==> config.mk <==
export PLATFORM = sky130hd
export DESIGN_NAME = phy_access_port
export DESIGN_NICKNAME = d
export VERILOG_FILES = /design/src/rtl/phy_acc_pkg.sv /design/src/rtl/phy_acc_regs.sv /design/src/rtl/phy_acc_seq.sv /design/src/rtl/phy_access_port.sv
export SDC_FILE = /design/constraint.sdc
export NUM_CORES = 1
export LEC_CHECK = 0
export ABC_AREA = 1
export BUFFER_PORTS_ARGS = -buffer_cell sky130_fd_sc_hd__buf_4
export CAP_MARGIN = 30
export CORE_MARGIN = 5
export CORE_UTILIZATION = 53
export CTS_CLUSTER_DIAMETER = 120
export DETAILED_ROUTE_END_ITERATION = 16
export PLACE_DENSITY = 0.79
export SETUP_SLACK_MARGIN = 0.5
export SLEW_MARGIN = 20
export SYNTH_ARGS = -nofsm -noshare
export SYNTH_HDL_FRONTEND = slang
export SYNTH_HIERARCHICAL = 1
export SYNTH_SLANG_ARGS = --single-unit
==> constraint.sdc <==
create_clock -name clk -period 1.8 [get_ports clk]
set_input_delay 0 -clock clk [delete_from_list [all_inputs] [get_ports clk]]
set_output_delay 0 -clock clk [all_outputs]
set_load 0.005 [all_outputs]
==> src/rtl/phy_acc_pkg.sv <==
// Shared constants and types for the indirect PHY access port.
// Assumes byte offsets on a word-aligned host bus.
package phy_acc_pkg;
    localparam int OFF_CMD   = 'h00;
    localparam int OFF_WDATA = 'h04;
    localparam int OFF_LANE  = 'h08;
    localparam int OFF_RST   = 'h0C;
    localparam int OFF_RDATA = 'h10;
    localparam int OFF_DONE  = 'h14;

    localparam int CMD_W    = 11;
    localparam int BIT_WR   = 8;
    localparam int BIT_RD   = 9;
    localparam int BIT_RATE = 10;
    localparam int RST_HARD = 1;
    localparam int RST_SOFT = 0;

    typedef enum logic [1:0] {
        SQ_IDLE = 2'd0,
        SQ_REQ  = 2'd1,
        SQ_REL  = 2'd2
    } seq_state_e;
endpackage

==> src/rtl/phy_acc_regs.sv <==
// Host register file: stores the command, write data, lane and reset
// controls, detects command edges on writes to the command word and
// multiplexes read-back. Assumes IDX_W <= 8 and DATA_W >= CMD_W.
module phy_acc_regs
    import phy_acc_pkg::*;
#(
    parameter int DATA_W  = 32,
    parameter int IDX_W   = 8,
    parameter int HADDR_W = 5
) (
    input  logic               clk,
    input  logic               rst_n,
    input  logic               host_we,
    input  logic [HADDR_W-1:0] host_addr,
    input  logic [DATA_W-1:0]  host_wdata,
    input  logic               seq_done,
    input  logic [DATA_W-1:0]  seq_rdata,
    output logic [DATA_W-1:0]  host_rdata,
    output logic [DATA_W-1:0]  wdata_q,
    output logic               lane_q,
    output logic [1:0]         rst_q,
    output logic               start_wr,
    output logic               start_rd,
    output logic               cmd_clear,
    output logic [IDX_W-1:0]   new_idx,
    output logic               new_rate
);
    logic [CMD_W-1:0] cmd_q;
    logic             cmd_wr;

    // Register storage, updated on host writes.
    always_ff @(posedge clk) begin
        if (!rst_n) begin
            cmd_q   <= '0;
            wdata_q <= '0;
            lane_q  <= 1'b0;
            rst_q   <= '0;
        end else if (host_we) begin
            case (host_addr)
                HADDR_W'(OFF_CMD):   cmd_q   <= host_wdata[CMD_W-1:0];
                HADDR_W'(OFF_WDATA): wdata_q <= host_wdata;
                HADDR_W'(OFF_LANE):  lane_q  <= host_wdata[0];
                HADDR_W'(OFF_RST):   rst_q   <= host_wdata[1:0];
                default: ;
            endcase
        end
    end

    // Command edge detection against the stored command word.
    always_comb begin
        cmd_wr    = host_we && (host_addr == HADDR_W'(OFF_CMD));
        start_wr  = cmd_wr && host_wdata[BIT_WR] && !host_wdata[BIT_RD] && !cmd_q[BIT_WR];
        start_rd  = cmd_wr && host_wdata[BIT_RD] && !host_wdata[BIT_WR] && !cmd_q[BIT_RD];
        cmd_clear = cmd_wr && !host_wdata[BIT_WR] && !host_wdata[BIT_RD];
        new_idx   = host_wdata[IDX_W-1:0];
        new_rate  = host_wdata[BIT_RATE];
    end

    // Read-back multiplexer.
    always_comb begin
        host_rdata = '0;
        case (host_addr)
            HADDR_W'(OFF_CMD):   host_rdata[CMD_W-1:0] = cmd_q;
            HADDR_W'(OFF_WDATA): host_rdata = wdata_q;
            HADDR_W'(OFF_LANE):  host_rdata[0] = lane_q;
            HADDR_W'(OFF_RST):   host_rdata[1:0] = rst_q;
            HADDR_W'(OFF_RDATA): host_rdata = seq_rdata;
            HADDR_W'(OFF_DONE):  host_rdata[0] = seq_done;
            default: ;
        endcase
    end
endmodule

==> src/rtl/phy_acc_seq.sv <==
// Command sequencer: latches a started command, runs a four-phase
// req/ack cycle on the PHY bus, captures read data and keeps the sticky
// completion flag. Assumes the PHY holds ack until req falls.
module phy_acc_seq
    import phy_acc_pkg::*;
#(
    parameter int DATA_W = 32,
    parameter int IDX_W  = 8
) (
    input  logic              clk,
    input  logic              rst_n,
    input  logic              start_wr,
    input  logic              start_rd,
    input  logic              cmd_clear,
    input  logic              lane_en,
    input  logic              hold,
    input  logic [IDX_W-1:0]  new_idx,
    input  logic              new_rate,
    input  logic [DATA_W-1:0] wdata,
    input  logic              phy_ack,
    input  logic [DATA_W-1:0] phy_rdata,
    output logic              phy_req,
    output logic              phy_we,
    output logic [IDX_W-1:0]  phy_addr,
    output logic              phy_rate,
    output logic [DATA_W-1:0] phy_wdata,
    output logic              done,
    output logic [DATA_W-1:0] rdata
);
    seq_state_e state;

    // Handshake state, command latch, completion and read capture.
    always_ff @(posedge clk) begin
        if (!rst_n) begin
            state     <= SQ_IDLE;
            phy_we    <= 1'b0;
            phy_addr  <= '0;
            phy_rate  <= 1'b0;
            phy_wdata <= '0;
            done      <= 1'b0;
            rdata     <= '0;
        end else begin
            if (cmd_clear) done <= 1'b0;
            if (hold) begin
                state <= SQ_IDLE;
            end else begin
                case (state)
                    SQ_IDLE: if ((start_wr || start_rd) && lane_en && !phy_ack) begin
                        state     <= SQ_REQ;
                        phy_we    <= start_wr;
                        phy_addr  <= new_idx;
                        phy_rate  <= new_rate;
                        phy_wdata <= wdata;
                        done      <= 1'b0;
                    end
                    SQ_REQ: if (cmd_clear) begin
                        state <= SQ_REL;
                    end else if (phy_ack) begin
                        state <= SQ_REL;
                        done  <= 1'b1;
                        if (!phy_we) rdata <= phy_rdata;
                    end
                    SQ_REL: if (!phy_ack) state <= SQ_IDLE;
                    default: state <= SQ_IDLE;
                endcase
            end
        end
    end

    // Request is high exactly while waiting for the acknowledge.
    assign phy_req = (state == SQ_REQ);
endmodule

==> src/rtl/phy_access_port.sv <==
// Top of the indirect PHY register access port: host register file plus
// command sequencer. Host reads are combinational on host_addr.
module phy_access_port
    import phy_acc_pkg::*;
#(
    parameter int DATA_W  = 32,
    parameter int IDX_W   = 8,
    parameter int HADDR_W = 5
) (
    input  logic               clk,
    input  logic               rst_n,
    input  logic               host_we,
    input  logic [HADDR_W-1:0] host_addr,
    input  logic [DATA_W-1:0]  host_wdata,
    output logic [DATA_W-1:0]  host_rdata,
    output logic               phy_req,
    output logic               phy_we,
    output logic [IDX_W-1:0]   phy_addr,
    output logic               phy_rate,
    output logic [DATA_W-1:0]  phy_wdata,
    output logic               phy_lane,
    input  logic               phy_ack,
    input  logic [DATA_W-1:0]  phy_rdata,
    output logic               phy_rst,
    output logic               phy_soft_rst
);
    logic [DATA_W-1:0] wdata_q;
    logic [DATA_W-1:0] seq_rdata;
    logic [1:0]        rst_q;
    logic              lane_q, seq_done;
    logic              start_wr, start_rd, cmd_clear, new_rate;
    logic [IDX_W-1:0]  new_idx;

    phy_acc_regs #(.DATA_W(DATA_W), .IDX_W(IDX_W), .HADDR_W(HADDR_W)) u_regs (
        .clk(clk), .rst_n(rst_n), .host_we(host_we), .host_addr(host_addr),
        .host_wdata(host_wdata), .seq_done(seq_done), .seq_rdata(seq_rdata),
        .host_rdata(host_rdata), .wdata_q(wdata_q), .lane_q(lane_q), .rst_q(rst_q),
        .start_wr(start_wr), .start_rd(start_rd), .cmd_clear(cmd_clear),
        .new_idx(new_idx), .new_rate(new_rate)
    );

    phy_acc_seq #(.DATA_W(DATA_W), .IDX_W(IDX_W)) u_seq (
        .clk(clk), .rst_n(rst_n), .start_wr(start_wr), .start_rd(start_rd),
        .cmd_clear(cmd_clear), .lane_en(lane_q), .hold(rst_q[RST_HARD]),
        .new_idx(new_idx), .new_rate(new_rate), .wdata(wdata_q),
        .phy_ack(phy_ack), .phy_rdata(phy_rdata), .phy_req(phy_req),
        .phy_we(phy_we), .phy_addr(phy_addr), .phy_rate(phy_rate),
        .phy_wdata(phy_wdata), .done(seq_done), .rdata(seq_rdata)
    );

    assign phy_lane     = lane_q;
    assign phy_rst      = rst_q[RST_HARD];
    assign phy_soft_rst = rst_q[RST_SOFT];
endmodule

==> impl_metrics.tcl, run 1 <==
set metrics [dict create \
    finalWirelength_um 21900 \
    power.clock.fraction_pct 51.5 \
    crit_family "simple AND/OR/NAND/NOR gates" \
    seqPwrFrac_pct 40.6 \
    number_of_drc_violations_after_detailed_routing 0 \
    grt_setup_unrepaired "yes" \
    required_ps 2200 \
    dpl_worst_slack_ps 151 \
    internal_power_mw 5.27 \
    synth_top_area_share_pct 42.4 \
    dieHeight_um 115 \
    buffer_ports.inserted 150 \
    post_layout_nonfiller_instances 1293 \
    synth_cell_types 22 \
    cp_num_buf_inv 2 \
    io-pin-count 151 \
    critical_path.max_stage_delay_ps 370 \
    design_power_total_mw 6.76 \
    antenna_found_initial 0 \
    power_density_nw_per_um2 729 \
    power.leakage_nw 4.35 \
    dr.pass1.iters 7 \
    timing.setup.tns_ps 0 \
    detailed_place_hpwl_um 10600 \
    number_of_buffers_inserted_during_clock_tree_synthesis 17 \
    grt_overflow_total 0 \
    setup_slack_ps 353 \
    critPathLaunchType "flip-flop" \
    dp_cell_count 1154 \
    grt_start_max_net_pins 65 \
    clk_pin_slew_worst_paths_ps 60 \
    antenna_nets_post_route 0 \
    vdd.ir_drop.worst_mv 0.508 \
    fin_util_pct 85.9 \
    clock_tree.htree_level_count 4 \
    hold_class "in2reg" \
    timing.reg2reg.setup_slack_ps 350 \
    vias_in_the_first_global_route 6332 \
    synth.area.top_cells "sky130_fd_sc_hd__dfxtp_1, sky130_fd_sc_hd__nand2_1, sky130_fd_sc_hd__nor2_1, sky130_fd_sc_hd__inv_1, sky130_fd_sc_hd__nand3_1" \
    finalSetupViolations 0 \
    worst-slew-pin-transition_ps 338 \
    cp_cell_sequence "inv_1 -> nand2_1 -> nor2_4 -> buf_8 -> nand3_1 -> nand2_1 -> nor2_1" \
    run_status "finished, final reports clean" \
    core-area_um2 10800 \
    source_to_sink_clock_delay_at_the_later_pin_of_the_worst_skew_pair_ps 510 \
    synth.avg_cell_area_um2 6.46 \
    met2_track_demand_over_resource_pct 49.4 \
    cts.sinks 123 \
    die_footprint_um2 13200 \
    power.share.combinational_pct 7.9 \
    cp_slowest_cell "sky130_fd_sc_hd__dfxtp_1" \
    fin_nets 1214 \
    global_route.usage.total_pct 28.3 \
    syn_to_final_growth_pct 59.5 \
    final_min_period_over_clock_period_pct 80.4 \
    cp_data_arrival_time_ps 1850 \
    critPathCaptureType "flip-flop" \
    initial_utilization_pct 53.8 \
    groute.layer.met3.usage_pct 7.40 \
    stdcell_area_um2 9270 \
    whs_ps 35.4 \
    switchingPower_mw 1.49 \
    routed_via_density 5.34 \
    synth_fp_nets 972 \
    grt_first_pass_wirelength_um 29800 \
    timing.critical_path.fanout_max 26 \
    final-hold-violation-count 0 \
    timing_max_transition_violations_final 0 \
    cap_viol_max_count 0 \
    netlist_area_um2 5810 \
    dr.first_iter.drc_count 677 \
    number_of_vias_in_the_routed_layout 6903 \
    routability_congestion 0.854 \
    insertedDiodeCount 0 \
    period_minus_slack_ps 1450 \
    cts_tree "yes" \
    largest_area_contributor_in_the_netlist "sky130_fd_sc_hd__dfxtp_1" \
    synth.ff_latch_count 123 \
    timing.fmax_mhz 691 \
    final.setup_skew_ps 9.85 \
    synth-seq-area-share_pct 42.4 \
    path_common_cell "sky130_fd_sc_hd__nand2_1" \
    use_met1_pct 31.8 \
    sw_frac_of_total_pct 22.0 \
    criticalPathCategory "reg2reg" \
    synthesis.yosys.warnings 6 \
    fp.dieW_um 115 \
    layout-drive-gt1-share_pct 28.8 \
    cts_max_path_buffers 2 \
    gr-max-usage-layer "met2" \
    postSynthCellCount 899 \
    row_count 38 \
    placed_area_um2 7030 \
    worst_slew_margin_rel_pct 77.5 \
    per_cell_routed_wire_length_um 16.9 \
    ctsRootBufferMaster "sky130_fd_sc_hd__clkbuf_8" \
]
-- power groups by stage --
stage	combinational, mW	sequential [mW]	clock (mW)
after floorplan	0.169	2.80	0
after global placement	0.346	2.80	0
after detailed placement	0.347	2.80	0
after CTS	0.479	2.74	3.49
after global routing	0.569	2.74	3.63
final	0.536	2.74	3.48
-- cells by family (layout without fill, tap and decap cells) --
family	after synthesis	count (layout)	synth area share (%)
buf+inv	180	434	14.4
compound gates	56	56	5.25
simple gates	540	540	37.9
flops	123	123	42.4
-- registers in the layout, summed over array words and instances (netlist names) --
signal           flops
u_seq/done           1
u_seq/rdata         32
u_regs/wdata_q      32
u_seq/phy_wdata     32
u_seq/phy_we         1
u_seq/phy_addr       8
u_seq/state          2
u_regs/rst_q         2
u_regs/cmd_q        11
u_regs/lane_q        1
u_seq/phy_rate       1
-- worst reg2reg max path, cell delays in order (launching register included) --
cell and delay, ps:
sky130_fd_sc_hd__dfxtp_1 370, sky130_fd_sc_hd__inv_1 120, sky130_fd_sc_hd__nand2_1 130, sky130_fd_sc_hd__nor2_4 170, sky130_fd_sc_hd__buf_8 250, sky130_fd_sc_hd__nand3_1 150, sky130_fd_sc_hd__nand2_1 100, sky130_fd_sc_hd__nor2_1 50
-- cell usage in the layout, fill, tap and decap left out, drive strengths merged --
master	synthesis	routed
dfxtp	123	123
nor3	4	4
o21ai	32	32
dlymetal6s4s	0	1
clkinv	0	6
clkbuf	10	25
buf	47	187
a21oi	14	14
clkinvlp	0	2
dlygate4sd3	0	86
nand2	234	234
nand4	10	10
nor2	244	244
bufinv	0	4
inv	123	123
nand3	48	48
o211ai	10	10
-- area by class of cell --
type | instances | area [µm²]
clock buffer | 19 | 432
clock inverter | 12 | 173
fill | 544 | 1520
inverter | 123 | 464
multi-input combinational | 596 | 2910
sequential | 123 | 2480
tap | 140 | 175
timing repair buffer | 280 | 2640
-- synth_stat cells (all sizes together) --
library cell and instances:
nand2 234, a21oi 14, buf 47, nand4 10, o211ai 10, nor3 4, nand3 48, inv 123
clkbuf 10, o21ai 32, nor2 244, dfxtp 123
-- layer usage --
| metal | part of all wire (%) | vias up |
|---|---|---|
| li1 | - | 3180 |
| met1 | 36 | 3187 |
| met2 | 50 | 422 |
| met3 | 8.8 | 114 |
| met4 | 5.1 | 0 |
| met5 | 0 | - |
-- worst paths after layout --
check | end | startpoint | cells past startpoint
worst min register to register | u_seq/phy_rate$_SDFFE_PN0P_ | u_seq/phy_rate$_SDFFE_PN0P_ | 2
worst max register to register | u_seq/phy_wdata[9]$_SDFFE_PN0P_ | u_seq/state[1]$_SDFFE_PP0P_ | 7
worst max-delay path | u_seq/phy_wdata[9]$_SDFFE_PN0P_ | u_seq/state[1]$_SDFFE_PP0P_ | 7
worst min-delay path | u_regs/rst_q[1]$_SDFFE_PN0P_ | host_we | 4
-- what timing repair did --
action,CTS,global route
hold buffers,87,0
gates cloned,2,7
setup endpoints to repair,68,91
hold endpoints to repair,96,0
setup buffers,4,8
pin swaps,6,36
resized for setup,18,119
Note: power is estimated with default switching activity, not from simulation.
==> inputs of run 2 (changes only) <==
--- a/config.mk
+++ b/config.mk
@@ -9,10 +9,10 @@
 export BUFFER_PORTS_ARGS = -buffer_cell sky130_fd_sc_hd__buf_4
 export CAP_MARGIN = 30
 export CORE_MARGIN = 5
-export CORE_UTILIZATION = 53
+export CORE_UTILIZATION = 48
 export CTS_CLUSTER_DIAMETER = 120
 export DETAILED_ROUTE_END_ITERATION = 16
-export PLACE_DENSITY = 0.79
+export PLACE_DENSITY = 0.75
 export SETUP_SLACK_MARGIN = 0.5
 export SLEW_MARGIN = 20
 export SYNTH_ARGS = -nofsm -noshare
==> constraint.sdc (replaced) <==
create_clock -name clk -period 1.15 [get_ports clk]
set_input_delay 0 -clock clk [delete_from_list [all_inputs] [get_ports clk]]
set_output_delay 0 -clock clk [all_outputs]
set_load 0.005 [all_outputs]
==> run 2 against run 1 <==
Against the previous run: the flow now finishes with violations (hold timing, setup timing); design area grew 19%; clock skew grew 3.1 ps; clock power up 71%; worst setup slack worse by 890 ps; clock-buffer cell count up 6; non-clock buffer count grew 46; combinational power up 100%; register-to-register slack lost 840 ps; first-iteration DRC count grew 94%; critical endpoint is now u_seq/phy_wdata[19]$_SDFFE_PN0P_; largest cell class is now buffers; largest power group unchanged; highest routed layer unchanged.
==> impl_metrics.tcl, run 2 (synthesis results as in run 1) <==
set metrics [dict create \
    row_count 40 \
    cp_cell_sequence "buf_6 -> nor2_4 -> nand2_4 -> buf_12 -> nor2_4 -> nand3_2 -> nor3_4 -> o21ai_1 -> nor2_4 -> buf_12 -> buf_12 -> nor2_1 -> nor2_1" \
    cp_slowest_cell "sky130_fd_sc_hd__nor3_4" \
    dr.first_iter.drc_count 1311 \
    period_minus_slack_ps 1680 \
    detailed_place_hpwl_um 11300 \
    grt_first_pass_wirelength_um 32600 \
    clock_tree.htree_level_count 4 \
    ctsRootBufferMaster "sky130_fd_sc_hd__clkbuf_16" \
    critPathLaunchType "input port" \
    layout-drive-gt1-share_pct 48.3 \
    clk_pin_slew_worst_paths_ps 60 \
    insertedDiodeCount 0 \
    antenna_nets_post_route 0 \
    antenna_found_initial 0 \
    worst-slew-pin-transition_ps 329 \
    cts_max_path_buffers 2 \
    hold_class "in2reg" \
    critPathCaptureType "flip-flop" \
    failed_checks "hold timing, setup timing" \
    vias_in_the_first_global_route 6463 \
    initial_utilization_pct 48.6 \
    finalWirelength_um 33600 \
    grt_overflow_total 0 \
    vdd.ir_drop.worst_mv 1.04 \
    cts.sinks 123 \
    final_common_cell "sky130_fd_sc_hd__nor2_1" \
    core-area_um2 12000 \
    cts_tree "yes" \
    timing_max_transition_violations_final 0 \
    io-pin-count 151 \
    dpl_worst_slack_ps -454 \
    required_ps 1490 \
    syn_to_final_growth_pct 89.8 \
    routability_congestion 0.877 \
    final-hold-violation-count 7 \
    number_of_vias_in_the_routed_layout 8262 \
    dp_cell_count 1188 \
    worst_slew_margin_rel_pct 77.9 \
    critical_path.max_stage_delay_ps 240 \
    criticalPathCategory "in2reg" \
    cap_viol_max_count 0 \
    fp.dieW_um 120 \
    grt_start_max_net_pins 50 \
    buffer_ports.inserted 150 \
    fill_cells 366 \
    global_route.usage.total_pct 28.8 \
    whs_ps -79.6 \
    power_density_nw_per_um2 1030 \
    source_to_sink_clock_delay_at_the_later_pin_of_the_worst_skew_pair_ps 440 \
    grt_setup_unrepaired "yes" \
    final_min_period_over_clock_period_pct 146 \
    dieHeight_um 120 \
    final.setup_skew_ps 12.9 \
    setup_slack_ps -532 \
    cp_data_arrival_time_ps 2020 \
    power.leakage_nw 5.29 \
    cts.hold.buffers_added 63 \
    die_footprint_um2 14400 \
    mostFrequentLayoutCells "sky130_fd_sc_hd__nor2_1, sky130_fd_sc_hd__buf_4, sky130_fd_sc_hd__nand2_1" \
    number_of_drc_violations_after_detailed_routing 0 \
    largest_registers "u_regs/wdata_q (32), u_seq/phy_wdata (32), u_seq/rdata (32)" \
    number_of_buffers_inserted_during_clock_tree_synthesis 17 \
    routed_via_density 6.13 \
    stdcell_area_um2 11000 \
    finalSetupViolations 135 \
    timing.critical_path.fanout_max 6 \
    fin_nets 1260 \
    dr.pass1.iters 7 \
    per_cell_routed_wire_length_um 24.9 \
    post_layout_nonfiller_instances 1347 \
    timing.fmax_mhz 595 \
    run_status "complete, but fails checks" \
    fin_util_pct 92.2 \
    placed_area_um2 7320 \
    design_power_total_mw 11.3 \
]
[run 2: final timing paths]
check                                      start                          endpoint  slack [ps]  cells after the start
setup / recovery                    host_addr[1]  u_seq/phy_wdata[19]$_SDFFE_PN0P_        -530                     13
hold / removal                     host_wdata[8]      u_regs/cmd_q[8]$_SDFFE_PN0P_         -80                      3
setup reg to reg    u_regs/cmd_q[8]$_SDFFE_PN0P_  u_seq/phy_wdata[19]$_SDFFE_PN0P_        -490                      7
hold reg to reg   u_seq/phy_addr[1]$_SDFFE_PN0P_    u_seq/phy_addr[1]$_SDFFE_PN0P_         480                      2
[run 2: metal layers]
metal	wire, µm	track usage (%)
met5	0	0
met1	10900	33.1
met4	3540	14.2
met2	15100	48.9
met3	4140	8.01
[run 2: what timing repair did]
item,4_1_cts,5_1_grt
gates resized for setup,246,205
setup buffers,24,12
endpoints found under the hold margin,94,11
cloned,12,16
endpoints found under the setup margin,188,201
pin swaps,54,47
[run 2: layout make-up]
type,count,area [µm²],share of cell area (%)
timing repair buffer,326,3690,33.5
multi-input combinational,596,3500,31.8
clock inverter,7,135,1.23
clock buffer,25,495,4.49
inverter,123,472,4.28
sequential,123,2540,23.1
tap,147,184,1.67
[run 2: where the power goes]
| group | total [mW] | internal (mW) | leakage (nW) | switching, mW |
|---|---|---|---|---|
| Combinational | 1.08 | 0.529 | 3.95 | 0.554 |
| Clock | 5.94 | 3.85 | 0.311 | 2.10 |
| Sequential | 4.29 | 4.27 | 1.02 | 0.0196 |
[run 2: per-stage QoR]
step | setup TNS (ps) | hold WS [ps]
6_report | -35040 | -79.6
4_1_cts | -7120 | -105
3_5_place_dp | -31090 | 226
3_3_place_gp | -28570 | 222
5_1_grt | -36330 | -78.8
2_1_floorplan | -17330 | 116
[run 2: worst max-delay path, delay by kind of cell]
kind	cells	cell delay, ps
AO/OA/AOI/OAI	1	190
buffers and inverters	4	510
AND/OR/NAND/NOR	8	1310
